[src/rtl/spi_wr_pkg.sv]
package spi_wr_pkg;

    localparam int BYTE_W     = 8;
    localparam int MAX_BYTES  = 8;
    localparam int DATA_BYTES = MAX_BYTES - 1;
    localparam int DATA_W     = DATA_BYTES * BYTE_W;
    localparam int CNT_W      = $clog2(MAX_BYTES + 1);
    localparam int IDX_W      = $clog2(MAX_BYTES);
    localparam int BIT_W      = $clog2(BYTE_W);

    typedef enum logic {
        MODE_RISE = 1'b0,
        MODE_FALL = 1'b1
    } spi_mode_e;

    typedef struct packed {
        logic [BYTE_W-1:0] addr;
        logic [DATA_W-1:0] data;
        logic [CNT_W-1:0]  nbytes;
    } wr_cmd_t;

    // total frame bytes (address included) expected for an address
    function automatic logic [CNT_W-1:0] frame_len(input logic [BYTE_W-1:0] a);
        if (a[2:0] == 3'd7)
            return CNT_W'(MAX_BYTES);
        return CNT_W'(a[2:0]) + CNT_W'(2);
    endfunction

endpackage

[src/rtl/spi_wr_sync.sv]
module spi_wr_sync #(
    parameter int               WIDTH   = 3,
    parameter int               STAGES  = 2,
    parameter logic [WIDTH-1:0] RST_VAL = '0
) (
    input  logic             clk,
    input  logic             rst,
    input  logic [WIDTH-1:0] d_i,
    output logic [WIDTH-1:0] q_o
);

    logic [WIDTH-1:0][STAGES-1:0] chain;

    generate
        for (genvar i = 0; i < WIDTH; i++) begin : g_bit
            always_ff @(posedge clk) begin
                if (rst)
                    chain[i] <= {STAGES{RST_VAL[i]}};
                else
                    chain[i] <= {chain[i][STAGES-2:0], d_i[i]};
            end
            assign q_o[i] = chain[i][STAGES-1];
        end
    endgenerate

endmodule

[src/rtl/spi_wr_shift.sv]
module spi_wr_shift
    import spi_wr_pkg::*;
(
    input  logic              clk,
    input  logic              rst,
    input  spi_mode_e         mode_i,
    input  logic              sclk_i,
    input  logic              mosi_i,
    input  logic              active_i,
    output logic              byte_vld_o,
    output logic [BYTE_W-1:0] byte_o,
    output logic              partial_o
);

    logic              sclk_d;
    logic [BIT_W-1:0]  bit_cnt;
    logic [BYTE_W-1:0] shreg;
    logic              samp_edge;
    logic [BYTE_W-1:0] shreg_nxt;

    always_comb begin
        if (mode_i == MODE_RISE)
            samp_edge = sclk_i & ~sclk_d;
        else
            samp_edge = ~sclk_i & sclk_d;
        shreg_nxt = {shreg[BYTE_W-2:0], mosi_i};
    end

    always_ff @(posedge clk) begin
        if (rst) begin
            sclk_d     <= 1'b0;
            bit_cnt    <= '0;
            shreg      <= '0;
            byte_vld_o <= 1'b0;
            byte_o     <= '0;
        end else begin
            sclk_d     <= sclk_i;
            byte_vld_o <= 1'b0;
            if (!active_i) begin
                bit_cnt <= '0;
            end else if (samp_edge) begin
                shreg   <= shreg_nxt;
                bit_cnt <= bit_cnt + 1'b1;
                if (bit_cnt == BIT_W'(BYTE_W - 1)) begin
                    byte_vld_o <= 1'b1;
                    byte_o     <= shreg_nxt;
                end
            end
        end
    end

    assign partial_o = (bit_cnt != '0);


    byte_in_frame_chk: assert property (@(posedge clk) disable iff (rst)
        byte_vld_o |-> $past(active_i));

endmodule

[src/rtl/spi_wr_frame.sv]
module spi_wr_frame
    import spi_wr_pkg::*;
#(
    parameter int BUSY_CYCLES = 250
) (
    input  logic              clk,
    input  logic              rst,
    input  logic              csn_i,
    input  logic              byte_vld_i,
    input  logic [BYTE_W-1:0] byte_i,
    input  logic              partial_i,
    output logic              active_o,
    output wr_cmd_t           cmd_o,
    output logic              stb_o,
    output logic              ready_o
);

    localparam int BUSY_W = $clog2(BUSY_CYCLES + 1);

    logic              csn_d;
    logic              armed;
    logic [CNT_W-1:0]  cnt;
    logic              ovf;
    logic [BYTE_W-1:0] buf_q [MAX_BYTES];
    logic [BUSY_W-1:0] busy;
    logic              cs_fall, cs_rise, frame_ok;
    logic [DATA_W-1:0] data_nxt;

    assign cs_fall  = csn_d & ~csn_i;
    assign cs_rise  = ~csn_d & csn_i;
    assign ready_o  = (busy == '0);
    assign active_o = armed & ~csn_i;
    assign frame_ok = armed & cs_rise & ~partial_i & ~ovf & (cnt == frame_len(buf_q[0]));

    always_comb begin
        for (int k = 0; k < DATA_BYTES; k++)
            data_nxt[k*BYTE_W +: BYTE_W] = buf_q[k+1];
    end

    always_ff @(posedge clk) begin
        if (rst) begin
            csn_d <= 1'b1;
            armed <= 1'b0;
            cnt   <= '0;
            ovf   <= 1'b0;
            busy  <= '0;
            stb_o <= 1'b0;
            cmd_o <= '0;
            for (int k = 0; k < MAX_BYTES; k++) buf_q[k] <= '0;
        end else begin
            csn_d <= csn_i;
            stb_o <= 1'b0;
            if (busy != '0) busy <= busy - 1'b1;
            if (cs_fall) begin
                armed <= ready_o;
                cnt   <= '0;
                ovf   <= 1'b0;
                for (int k = 0; k < MAX_BYTES; k++) buf_q[k] <= '0;
            end else if (cs_rise) begin
                armed <= 1'b0;
                if (frame_ok) begin
                    cmd_o.addr   <= buf_q[0];
                    cmd_o.data   <= data_nxt;
                    cmd_o.nbytes <= cnt - 1'b1;
                    stb_o        <= 1'b1;
                    busy         <= BUSY_W'(BUSY_CYCLES);
                end
            end else if (armed && byte_vld_i) begin
                if (cnt == CNT_W'(MAX_BYTES))
                    ovf <= 1'b1;
                else begin
                    buf_q[cnt[IDX_W-1:0]] <= byte_i;
                    cnt <= cnt + 1'b1;
                end
            end
        end
    end


    stb_single_chk: assert property (@(posedge clk) disable iff (rst)
        stb_o |=> !stb_o);

    stb_busy_chk: assert property (@(posedge clk) disable iff (rst)
        stb_o |-> !ready_o);

    stb_after_ready_chk: assert property (@(posedge clk) disable iff (rst)
        stb_o |-> $past(ready_o));

    ready_drop_chk: assert property (@(posedge clk) disable iff (rst)
        $fell(ready_o) |-> stb_o);

    stb_len_chk: assert property (@(posedge clk) disable iff (rst)
        stb_o |-> (cmd_o.nbytes + 1'b1 == frame_len(cmd_o.addr)));

endmodule

[src/rtl/spi_reg_write_slave.sv]
module spi_reg_write_slave
    import spi_wr_pkg::*;
#(
    parameter int BUSY_CYCLES = 250,
    parameter int SYNC_STAGES = 2
) (
    input  logic              clk,
    input  logic              rst,
    input  logic              mode_pin_i,
    input  logic              sclk_i,
    input  logic              mosi_i,
    input  logic              csn_i,
    output logic              miso_o,
    output logic              miso_oe_o,
    output logic [BYTE_W-1:0] wr_addr_o,
    output logic [DATA_W-1:0] wr_data_o,
    output logic [CNT_W-1:0]  wr_nbytes_o,
    output logic              wr_stb_o,
    output logic              ready_o
);

    spi_mode_e         mode_q;
    logic [2:0]        sync_q;
    logic              sclk_s, mosi_s, csn_s;
    logic              active, byte_vld, partial;
    logic [BYTE_W-1:0] byte_val;
    wr_cmd_t           cmd;

    always_ff @(posedge clk) begin
        if (rst) mode_q <= spi_mode_e'(mode_pin_i);
    end

    spi_wr_sync #(.WIDTH(3), .STAGES(SYNC_STAGES), .RST_VAL(3'b100)) u_sync (
        .clk (clk),
        .rst (rst),
        .d_i ({csn_i, mosi_i, sclk_i}),
        .q_o (sync_q)
    );
    assign {csn_s, mosi_s, sclk_s} = sync_q;

    spi_wr_shift u_shift (
        .clk        (clk),
        .rst        (rst),
        .mode_i     (mode_q),
        .sclk_i     (sclk_s),
        .mosi_i     (mosi_s),
        .active_i   (active),
        .byte_vld_o (byte_vld),
        .byte_o     (byte_val),
        .partial_o  (partial)
    );

    spi_wr_frame #(.BUSY_CYCLES(BUSY_CYCLES)) u_frame (
        .clk        (clk),
        .rst        (rst),
        .csn_i      (csn_s),
        .byte_vld_i (byte_vld),
        .byte_i     (byte_val),
        .partial_i  (partial),
        .active_o   (active),
        .cmd_o      (cmd),
        .stb_o      (wr_stb_o),
        .ready_o    (ready_o)
    );

    assign wr_addr_o   = cmd.addr;
    assign wr_data_o   = cmd.data;
    assign wr_nbytes_o = cmd.nbytes;
    assign miso_oe_o   = ~csn_i;
    assign miso_o      = 1'b0;


    mode_hold_chk: assert property (@(posedge clk) disable iff (rst)
        !$past(rst) |-> $stable(mode_q));

endmodule

[config.mk]
export PLATFORM = sky130hd
export DESIGN_NAME = spi_reg_write_slave
export DESIGN_NICKNAME = d
export VERILOG_FILES = /design/src/rtl/spi_wr_pkg.sv /design/src/rtl/spi_wr_sync.sv /design/src/rtl/spi_wr_shift.sv /design/src/rtl/spi_wr_frame.sv /design/src/rtl/spi_reg_write_slave.sv
export SDC_FILE = /design/constraint.sdc
export NUM_CORES = 1
export LEC_CHECK = 0
export ABC_AREA = 1
export BUFFER_PORTS_ARGS = -buffer_cell sky130_fd_sc_hd__buf_2
export CAP_MARGIN = 10
export CORE_MARGIN = 3
export CORE_UTILIZATION = 32
export DETAILED_ROUTE_END_ITERATION = 10
export HOLD_SLACK_MARGIN = 0.05
export PLACE_DENSITY_LB_ADDON = 0.3
export SYNTH_ARGS = -nofsm -noshare
export SYNTH_HDL_FRONTEND = slang
export SYNTH_HIERARCHICAL = 1
export SYNTH_SLANG_ARGS = --single-unit
[constraint.sdc]
create_clock -name clk -period 3.2 [get_ports clk]
set_input_delay 0.32 -clock clk [delete_from_list [all_inputs] [get_ports clk]]
set_output_delay 0.32 -clock clk [all_outputs]
set_load 0.05 [all_outputs]
==> results.json, run 1 <==
{
  "status": "finished, final reports clean",
  "cp-start-kind": "flip-flop",
  "dp_cells": 1393,
  "setup_slack_ns": 0.8228,
  "required_ns": 3.29,
  "clock.fmax_ghz": 0.4207,
  "clkTransAtPathRegs_ns": 0.07,
  "wl_per_cell_um": 11.44,
  "netlist_top_cells_area": "dfxtp_1 (28%), edfxtp_1 (25%), inv_1 (13%)",
  "whs_ns": 0.09367,
  "worst-setup-path-type": "flip-flop to flip-flop",
  "reg2reg_depth": 7,
  "num_vias": 6025,
  "dr.pass1.iters": 5,
  "min_from": "mosi_i",
  "utilization": 0.3843,
  "slew_violations": 0,
  "nets": 1111,
  "yosys.area.top_type": "dfxtp_1",
  "synth_enable_flop_cells": 65,
  "instances_no_fill": 1426,
  "synth-async-reset-ratio": 0,
  "synth.avg_cell_area_um2": 7.582,
  "cts.path.max_buffers": 2,
  "gr-total-overflow": 0,
  "finalSetupTns_ns": 0,
  "min_path_cells": 3,
  "synth_nets": 1057,
  "place_congestion": 0.8371,
  "drv_cap": 0,
  "timing.critical_path.from": "u_frame/cnt[0]",
  "routed_via_density": 4.225,
  "start_util": 0.3310,
  "hpwl_um": 11150,
  "synth_flop_cell": "dfxtp_1",
  "core-area_um2": 23820,
  "crit_arrival_ns": 2.47,
  "drc": 0,
  "syn_area_um2": 7885,
  "grt_pass1_vias": 5568,
  "clk-insertion-delay-late_ns": 0.43,
  "grt_max_degree": 70,
  "drt_iter0_markers": 397,
  "dieHeight_um": 163.0,
  "design_area_um2": 9156,
  "yosys_warnings": 6,
  "dieArea_um2": 26560,
  "grt_pass1_wl_um": 27020,
  "post-route-period-util": 0.7429,
  "cts_tree": "built",
  "finalSetupViolCount": 0,
  "htree_num_levels": 4,
  "reg2reg_from": "u_frame/cnt[0]",
  "finalHoldViolCount": 0,
  "cts_made_buffers": 17,
  "area_delta_synth_final_pct": 16.12,
  "slew_headroom": 0.4152,
  "grt_usage": 0.1270,
  "worst_pin_slew_ns": 0.8740,
  "reg2reg_slack_ns": 0.82,
  "die_x_um": 163.0,
  "io_pins": 78,
  "fin_skew_ns": 0.01147,
  "leakage_nw": 4.253,
  "yosysUniqueCellTypes": 30,
  "endpoint_kind": "flip-flop",
  "place_area_um2": 8512,
  "ctsResizeCount": 0,
  "antenna_cells": 0,
  "hold_path_class": "primary input to flip-flop",
  "fin_crit_ns": 2.377,
  "place_ws_ns": 0.8553,
  "io_buffer_count": 76,
  "synth.top_cell.area_share": 0.2793,
  "synthesis.instances": 1040,
  "seq_area_frac_synth": 0.5268,
  "std_cell_rows": 56,
  "antenna_found_initial": 0,
  "final_common_cell": "inv_1",
  "cts.sinks": 175,
  "cellPowerDensity_nw_per_um2": 543.5,
  "rsz0062_at_grt": "no",
  "crit_fanout": 9,
  "drive_gt1_frac": 0.1183,
  "synth-seq-cells": 175,
  "p_total_mw": 4.976,
  "final_cell_mix": "inv_1 (265), nand2_1 (219), nor2_1 (178)",
  "ir_drop_uv": 333.3,
  "wl_um": 16310,
  "antenna_left": 0,
  "cts-root-buf": "clkbuf_16"
}
layer usage:
| layer | vias to the layer above | share of wire | track usage |
|---|---|---|---|
| li1 | 3218 | - | - |
| met2 | 119 | 0.47 | 0.2069 |
| met4 | 0 | 0.022 | 0.04767 |
| met1 | 2659 | 0.47 | 0.1642 |
| met5 | - | 0 | 0 |
| met3 | 29 | 0.041 | 0.03001 |
logic make-up (layout without fill, tap and decap cells):
kind of cell | Yosys count | in the layout | synth area share
xor gates and xnor gates | 5 | 5 | 0.005555
buffers and inverters | 323 | 390 | 0.1603
adders and majority gates | 11 | 11 | 0.01745
other | 1 | 1 | 0.0004756
and+or+nand+nor | 499 | 499 | 0.2725
AOI/OAI and AO/OA | 26 | 26 | 0.01698
DFF | 175 | 175 | 0.5268
path summary, 6_finish.rpt:
| path | to |
|---|---|
| setup / recovery | u_frame/buf_q[3][1] |
| hold / removal | u_sync/chain[2] |
| setup reg to reg | u_frame/buf_q[3][1] |
| hold reg to reg | u_sync/q_o[0] |
area by class of cell:
| class | count | area, um2 |
|---|---|---|
| Multi-Input combinational cell | 542 | 2484 |
| Timing Repair Buffer | 84 | 455.4 |
| Clock inverter | 4 | 32.53 |
| Sequential cell | 175 | 4154 |
| Inverter | 274 | 1030 |
| Tap cell | 319 | 399.1 |
| Fill cell | 2493 | 14670 |
| Clock buffer | 28 | 601.8 |
timing repair:
item                      4_1_cts  5_1_grt
hold endpoints to repair        1        0
buffers inserted                0        0
hold buffers                    1        0
sequential cells by signal (all words and copies together), names as in the netlist, 3 cells and up:
register,flops
u_frame/buf_q,64
u_frame/busy,8
u_sync/chain,3
u_frame/cmd_o,68
u_shift/shreg,7
u_sync/q_o,3
u_shift/byte_o,8
u_frame/cnt,4
u_shift/bit_cnt,3
cells in the mapped netlist (2+ instances only):
library cell  instances
inv_1               265
xor2_1                3
buf_2                16
nor2_1              178
buf_4                 6
a21oi_1              10
nand2_4               2
edfxtp_1             65
nor3_1                3
nand4_1              77
clkbuf_1             14
xnor2_1               2
o21ai_0              14
dfxtp_1             110
nand2_1             219
nand3_2               2
ha_1                 11
inv_2                 8
nand3_1              13
buf_1                12
where the power goes:
part / internal, mW / switching [mW]
combinational: 0.127 / 0.280
sequential: 2.39 / 0.0426
clock: 1.29 / 0.846
critical path: stages, from the launching register on:
cell	delay, ns
dfxtp_1	0.47
inv_2	0.11
ha_1	0.25
nand3_1	0.09
nand2_1	0.14
nor3_1	0.32
nand2_1	0.28
nand2_1	0.37
Power figures use the tool's default switching activity.
==> inputs of run 2 (changes only) <==
Clock period 3.2 ns to 2 ns, I/O delays scaled along.
==> results.json, run 2 (synthesis gave the netlist of run 1 again) <==
{
  "antenna_left": 0,
  "cts.sinks": 175,
  "io_pins": 78,
  "finalHoldViolCount": 0,
  "leakage_nw": 4.446,
  "core-area_um2": 23820,
  "final_cell_mix": "inv_1 (265), nand2_1 (216), nor2_1 (176)",
  "place_congestion": 0.8375,
  "std_cell_rows": 56,
  "cts_made_buffers": 17,
  "antenna_cells": 0,
  "dieArea_um2": 26560,
  "nets": 1147,
  "hold_path_class": "primary input to flip-flop",
  "post-route-period-util": 0.9343,
  "die_x_um": 163.0,
  "grt_max_degree": 50,
  "nFillCells": 2483,
  "area_delta_synth_final_pct": 20.82,
  "ir_drop_uv": 422.3,
  "slowest_stage": "dfxtp_1",
  "crit_arrival_ns": 1.67,
  "start_util": 0.3310,
  "drive_gt1_frac": 0.1487,
  "endpoint_kind": "primary output",
  "finalSetupViolCount": 0,
  "wl_um": 16750,
  "grt_pass1_vias": 5769,
  "largest_reg_flops": 68,
  "cts_tree": "built",
  "whs_ns": 0.1963,
  "utilization": 0.3999,
  "grt_usage": 0.1313,
  "slew_violations": 0,
  "drc": 0,
  "timing.critical_path.from": "u_frame/busy[0]",
  "setup_slack_ns": 0.1315,
  "gr-total-overflow": 0,
  "required_ns": 1.80,
  "rsz0062_at_grt": "no",
  "htree_num_levels": 4,
  "clock.fmax_ghz": 0.5352,
  "fin_skew_ns": 0.007887,
  "dp_cells": 1422,
  "reg2reg_from": "u_sync/q_o[2]",
  "reg2reg_slack_ns": 0.15,
  "crit_chain": "inv_1, ha_1, nand3_1, nor2_2, buf_2",
  "num_vias": 6096,
  "top_register": "u_frame/cmd_o",
  "fin_crit_ns": 1.869,
  "io_buffer_count": 76,
  "clk-insertion-delay-late_ns": 0.42,
  "critical_path.endpoint": "ready_o",
  "crit_fanout": 6,
  "cellPowerDensity_nw_per_um2": 833.0,
  "biggestRegsByFlops": "u_frame/cmd_o: 68 flops, u_frame/buf_q: 64 flops",
  "grt_pass1_wl_um": 28090,
  "drt_iter0_markers": 338,
  "reg2reg_depth": 9,
  "drv_cap": 0,
  "cpPeakStageDelay_ns": 0.33,
  "cts-root-buf": "clkbuf_16",
  "status": "finished, final reports clean",
  "wl_per_cell_um": 11.46,
  "place_ws_ns": 0.05060,
  "worst-setup-path-type": "flip-flop to primary output",
  "antenna_found_initial": 0,
  "dieHeight_um": 163.0,
  "dr.pass1.iters": 4,
  "finalSetupTns_ns": 0,
  "cp-start-kind": "flip-flop",
  "instances_no_fill": 1462,
  "cts.path.max_buffers": 2,
  "final_common_cell": "inv_1",
  "clkTransAtPathRegs_ns": 0.07,
  "r2r_end": "u_frame/buf_q[3][3]",
  "hpwl_um": 11520,
  "routed_via_density": 4.170
}
==> run 2: power breakdown <==
part | internal, mW | switching [mW] | leakage, nW
clock network | 1.94 | 1.40 | 0.300
registers | 3.82 | 0.0668 | 1.56
logic | 0.241 | 0.471 | 2.59
==> run 2: critical path, delay by kind of cell (launching register included) <==
kind / cells / cell delay [ns]
adder cells (fa/ha/maj): 1 / 0.15
buffers and inverters: 2 / 0.41
flip-flops: 1 / 0.33
AND/OR/NAND/NOR: 2 / 0.36
==> run 2: stage by stage <==
| stage | cell area [um2] | power [mW] |
|---|---|---|
| floorplan | 7885 | 4.479 |
| global placement | 8805 | 4.654 |
| detailed placement | 8805 | 4.657 |
| CTS | 9455 | 8.053 |
| global route | 9527 | 8.311 |
| finish | 9527 | 7.936 |
==> run 2: worst min path at each step <==
stage	from	cells after the start	end	slack, ns
after floorplan	rst	1	u_frame/busy[1]	0.27
after global placement	mode_pin_i	1	mode_q	0.38
after detailed placement	mode_pin_i	1	mode_q	0.38
after CTS	rst	4	u_frame/ovf	0.18
after global routing	rst	4	u_frame/ovf	0.20
final	rst	4	u_frame/ovf	0.20
==> run 2: routing by layer <==
layer	part of all wire	vias up	wire, um	track usage
li1	-	3304	-	-
met1	0.48	2699	7962	0.1696
met2	0.47	84	7936	0.2219
met3	0.043	9	718	0.03332
met4	0.0079	0	133	0.02999
met5	0	-	0	0
==> run 2: area by class of cell <==
type,count,area (um2),share of cell area
multi-input cells,542,2496,0.2620
repair buffers,120,838.3,0.08800
clock buffers,24,546.8,0.05739
well taps,319,399.1,0.04190
clock inverters,8,61.31,0.006436
inverters,274,1030,0.1081
flip-flops and latches,175,4155,0.4362
==> run 2: timing repair <==
item	in CTS	in global routing
endpoints found under the hold margin	4	0
gates cloned	0	1
hold buffers	4	0
setup buffers	0	3
gates resized for setup	1	5
pin swaps	0	1
endpoints found under the setup margin	1	107
